**config.mk**
```make
export PLATFORM = sky130hd
export DESIGN_NAME = flash_cmd_decoder
export DESIGN_NICKNAME = d
export VERILOG_FILES = /design/src/rtl/flash_cmd_decoder.sv
export SDC_FILE = /design/constraint.sdc
export NUM_CORES = 1
export LEC_CHECK = 0
export BUFFER_PORTS_ARGS = -buffer_cell sky130_fd_sc_hd__buf_4
export CELL_PAD_IN_SITES_DETAIL_PLACEMENT = 0
export CELL_PAD_IN_SITES_GLOBAL_PLACEMENT = 2
export CORE_ASPECT_RATIO = 1.5
export CORE_MARGIN = 2
export CORE_UTILIZATION = 46
export CTS_CLUSTER_SIZE = 20
export DETAILED_ROUTE_END_ITERATION = 8
export PLACE_DENSITY = 0.89
export SYNTH_ARGS = -nofsm -noshare
export SYNTH_HDL_FRONTEND = slang
export SYNTH_SLANG_ARGS = --single-unit
```
**constraint.sdc**
```tcl
create_clock -name clk -period 5.8 [get_ports clk]
set_input_delay 0.29 -clock clk [delete_from_list [all_inputs] [get_ports clk]]
set_output_delay 0.29 -clock clk [all_outputs]
set_load 0.01 [all_outputs]
```
**src/rtl/flash_cmd_decoder.sv**
```systemverilog
module flash_cmd_decoder #(
  parameter int ADDR_W   = 19,
  parameter int BOOT_AW  = 14,
  parameter int ROW_AW   = 5,
  parameter int TOP_BOOT = 0
) (
  input  logic              clk,
  input  logic              rst_n,
  input  logic              wr_en,
  input  logic [ADDR_W-1:0] wr_addr,
  input  logic [7:0]        wr_data,
  input  logic              busy_in,
  input  logic [ADDR_W-1:0] rd_addr,
  output logic [7:0]        rd_data,
  output logic              prog_pulse,
  output logic              erase_pulse
);
  localparam int ROWS     = 2 ** (ROW_AW + 1);
  localparam int HALF     = ROWS / 2;
  localparam int REGION_W = ADDR_W - BOOT_AW;
  localparam logic [7:0] MFR_CODE = 8'h1F;
  localparam logic [7:0] DEV_CODE = (TOP_BOOT != 0) ? 8'h12 : 8'h13;

  typedef enum logic [2:0] {
    S_IDLE = 3'd0, S_UNL1 = 3'd1, S_UNL2 = 3'd2, S_PROG = 3'd3,
    S_EXT1 = 3'd4, S_EXT2 = 3'd5, S_EXT3 = 3'd6
  } step_e;

  step_e      step_q, step_d;
  logic       lock_q, lock_d;
  logic       id_q, id_d;
  logic       do_prog, do_erase;
  logic [7:0] mem_q [ROWS];

  function automatic logic boot_hit(input logic [ADDR_W-1:0] a);
    logic [REGION_W-1:0] hi;
    hi = a[ADDR_W-1:BOOT_AW];
    return (TOP_BOOT != 0) ? (&hi) : ~(|hi);
  endfunction

  function automatic logic [ROW_AW:0] row_of(input logic [ADDR_W-1:0] a);
    return {boot_hit(a), a[ROW_AW-1:0]};
  endfunction

  logic take, at_5555, at_2aaa, wr_boot;
  assign take    = wr_en && !busy_in;
  assign at_5555 = (wr_addr[14:0] == 15'h5555);
  assign at_2aaa = (wr_addr[14:0] == 15'h2AAA);
  assign wr_boot = boot_hit(wr_addr);

  always_comb begin
    step_d   = step_q;
    lock_d   = lock_q;
    id_d     = id_q;
    do_prog  = 1'b0;
    do_erase = 1'b0;
    if (take) begin
      if (id_q && wr_data == 8'hF0 && step_q != S_PROG) begin
        id_d   = 1'b0;
        step_d = S_IDLE;
      end else begin
        step_d = S_IDLE;
        unique case (step_q)
          S_IDLE: if (at_5555 && wr_data == 8'hAA) step_d = S_UNL1;
          S_UNL1: if (at_2aaa && wr_data == 8'h55) step_d = S_UNL2;
          S_UNL2: if (at_5555) begin
            unique case (wr_data)
              8'hA0:   step_d = S_PROG;
              8'h80:   step_d = S_EXT1;
              8'h90:   id_d = 1'b1;
              default: ;
            endcase
          end
          S_PROG: do_prog = !(wr_boot && lock_q);
          S_EXT1: if (at_5555 && wr_data == 8'hAA) step_d = S_EXT2;
          S_EXT2: if (at_2aaa && wr_data == 8'h55) step_d = S_EXT3;
          S_EXT3: if (at_5555) begin
            if (wr_data == 8'h10) do_erase = 1'b1;
            if (wr_data == 8'h40) lock_d = 1'b1;
          end
          default: ;
        endcase
      end
    end
  end

  always_ff @(posedge clk or negedge rst_n) begin
    if (!rst_n) begin
      step_q      <= S_IDLE;
      lock_q      <= 1'b0;
      id_q        <= 1'b0;
      prog_pulse  <= 1'b0;
      erase_pulse <= 1'b0;
    end else begin
      step_q      <= step_d;
      lock_q      <= lock_d;
      id_q        <= id_d;
      prog_pulse  <= do_prog;
      erase_pulse <= do_erase;
    end
  end

  always_ff @(posedge clk or negedge rst_n) begin
    if (!rst_n) begin
      for (int r = 0; r < ROWS; r++) mem_q[r] <= 8'hFF;
    end else if (do_erase) begin
      for (int r = 0; r < ROWS; r++)
        if (r < HALF || !lock_q) mem_q[r] <= 8'hFF;
    end else if (do_prog) begin
      mem_q[row_of(wr_addr)] <= mem_q[row_of(wr_addr)] & wr_data;
    end
  end

  logic [7:0] id_byte;
  always_comb begin
    unique case (rd_addr[1:0])
      2'd0:    id_byte = MFR_CODE;
      2'd1:    id_byte = DEV_CODE;
      2'd2:    id_byte = {7'd0, lock_q};
      default: id_byte = 8'h00;
    endcase
  end

  assign rd_data = id_q ? id_byte : mem_q[row_of(rd_addr)];

  logic unused_rd_bits;
  assign unused_rd_bits = ^rd_addr[BOOT_AW-1:ROW_AW];
endmodule

```
==> results.md <==
- TritonCTS Buffers: 53
- Total Neg Setup Slack: 0 ns
- IO buf count: 50
- Vias in the first global route: 23.5k
- Avg Cell Area, Syn: 10.7 um^2
- Asr flop ratio synth: 100%
- Clock latency on the worst-skew pair: 0.64 ns
- Pins Over Slew Limit: 0
- Synth unique cells: 63
- DRT iter0 DRCs: 2755
- WP data required: roughly 5.5 ns
- Critical Path Start Type: input port
- DRT Wirelength: roughly 100 mm
- Synth area leader: dfstp_2
- Final period util: 66.4%
- Drt via density: ~7.0
- P&R area growth vs syn: 9.02%
- Initial antenna violation count: 1
- Clock tree buffer depth: 3
- Syn_nets: 2775
- Outcome: finished, final reports clean
- Ant diodes: 0
- Rows: around 110
- Peak Freq: 260 MHz
- Die area: 65300 um^2
- Overflow after GRT: 0
- Die Y: 312 um
- Clk root buf: clkbuf_16
- Avg WL per Cell: 30.1 um
- Nets: between 2k and 3k
- Sequential share of the synthesized area: 46.9%
- Hold/Removal Path Class: input port to flip-flop
- Design Power: ~7.7 mW
- Share of layout cells above drive strength 1: about 36%
- Power Dens Cells: 243 nW/um^2
- Max-Cap Viols: 0
- Routed vias: about 24k
- DP HPWL: around 66 mm
- Initial Utilization: 46.6%
- Core box area: between 60000 and 70000 um^2
- Gpl congestion: 0.941
- Fin crit period: a little under 4 ns
- Pin count of the biggest net entering global routing: 131
- Synth top area share: between 40% and 50%
- Post-synth top flop: dfstp_2
- Crit Path Category: input port to output port
- Commonest cells in the netlist: o21ai_0, dfstp_2, clkbuf_1
- Mapped Cells: 2725
- Max-slew headroom: 3.92%
- Clock transition at path regs: 0.06 ns
- Global-route wire length before repair: 156 mm
- H-tree depth: 2
- Worst Setup Slack, final: 1.95 ns
- Endpoint type of the worst setup path: output port
- CP arrival: 3.56 ns
- CTS tree: done
- Top cells by area, synth: dfstp_2, o21ai_0, mux4_2
- Most frequent cell after synthesis: o21ai_0
- Final Hold Vio Count: 0
- Antenna Violating Nets Remaining: 0
- Global-route usage over all layers: 31.8%
- PostCTS Resize Cnt: 0
- Post-CTS Hold Buffers: 0
- Skew final: around 0.033 ns
- Post-Syn Area: 29100 um^2
- Synth warn: 0
- Max FO, Critical Path: 62
- Unrepaired setup endpoints after global routing: false
- Slew @ Worst Pin: 1.44 ns
- Die width: between 200 and 250 um
- I/O Pins: 60
- Post-synth EDFFs: 0
- Synthesized flop and latch total: 519
- Pre-antenna DRT Iters: 6
- Post-Place Setup Slack: about 1.7 ns
- Final Setup Violations: 0
- Clock sink count: 519
- Post-CTS setup buffer count: 0
- Leakage: 10.8 nW
- Post-route DRC: 0
- VDD IR-drop max: 0.212 mV
## state kept, by name, indices dropped and copies added, names as in the netlist
signal	count
lock_q	1
id_q	1
mem_q	512
step_q	3
prog_pulse	1
erase_pulse	1
## metal layers
| metal | global-route usage (%) | vias to the layer above | routed length (um) |
|---|---|---|---|
| li1 | - | 10199 | - |
| met1 | 39.8 | 12241 | 38700 |
| met2 | 50.7 | 1323 | 48800 |
| met3 | 6.05 | 311 | 8820 |
| met4 | 20.6 | 0 | 7640 |
| met5 | 0 | - | 0 |
## final timing paths
path                       cells after the start  startpoint          to  slack [ns]
min                                            3  wr_data[5]   step_q[0]        0.07
min in group asynchronous                      1       rst_n  mem_q[297]        0.13
max in group asynchronous                      2       rst_n  mem_q[316]        4.46
max                                            7  rd_addr[0]  rd_data[5]        1.95
min reg2reg                                    2  mem_q[212]  mem_q[212]        0.49
max reg2reg                                    7   step_q[1]    mem_q[5]        2.45
## power by group
group	internal (mW)	total [mW]	switching, mW
registers	3.64	3.64	0.00000000301
logic	0.153	0.556	0.403
clock network	1.98	3.49	1.51
total	5.77	7.69	1.92
## logic make-up after synthesis
| logic type | share of synthesized area (%) |
|---|---|
| multiplexers | 19.8 |
| AO/OA/AOI/OAI | 24.3 |
| AND/OR/NAND/NOR | 4.49 |
| buffers and inverters | 4.52 |
| flip-flops | 46.9 |
## placed cells by master, fill, tap and decap left out, types with 9 or more instances in the layout
cell       instances
nand3_1           26
o21ai_0          914
mux2i_1          168
a211oi_1          19
dfstp_2          512
nor2_1            24
clkbuf_8          13
nand2_1          112
mux4_2           158
nand4_1           15
a21oi_1           41
buf_12            10
mux2_2            46
nor3_1            20
o22ai_1           82
a22oi_1           22
clkbuf_16         55
a221oi_1          39
nand2b_1          11
o21ai_1           62
nor2b_1           11
clkbuf_1          17
o211ai_1          41
clkinv_2           9
buf_4            110
o2bb2ai_1         12
## per-stage QoR
stage / util, % / instances / hold slack [ns] / cell area (um^2)
floorplan: - / 2725 / -0.00559 / 29100
global placement: 48.0 / 3357 / 0.470 / 30000
detailed placement: 48.0 / 3357 / 0.477 / 30000
CTS: 50.8 / 3454 / 0.0538 / 31700
global route: 50.8 / 3454 / 0.0868 / 31700
finish: 50.8 / 3454 / 0.0735 / 31700
## worst max-delay path, stage by stage
cell and delay [ns]:
clkbuf_8 0.61, buf_12 0.40, mux4_2 0.65, mux4_2 0.53
mux2i_1 0.44, o22ai_1 0.23, buf_4 0.19
## final cells by class
| cell class | instances | area [um^2] |
|---|---|---|
| clock buffers | 84 | 1610 |
| flip-flops and latches | 519 | 13600 |
| repair buffers | 124 | 1080 |
| inverters | 7 | 26.3 |
| multi-input cells | 1909 | 14200 |
| well taps | 798 | 998 |
| clock inverters | 13 | 123 |
| fillers | 5509 | 30700 |
(Power assumes the default switching activity.)
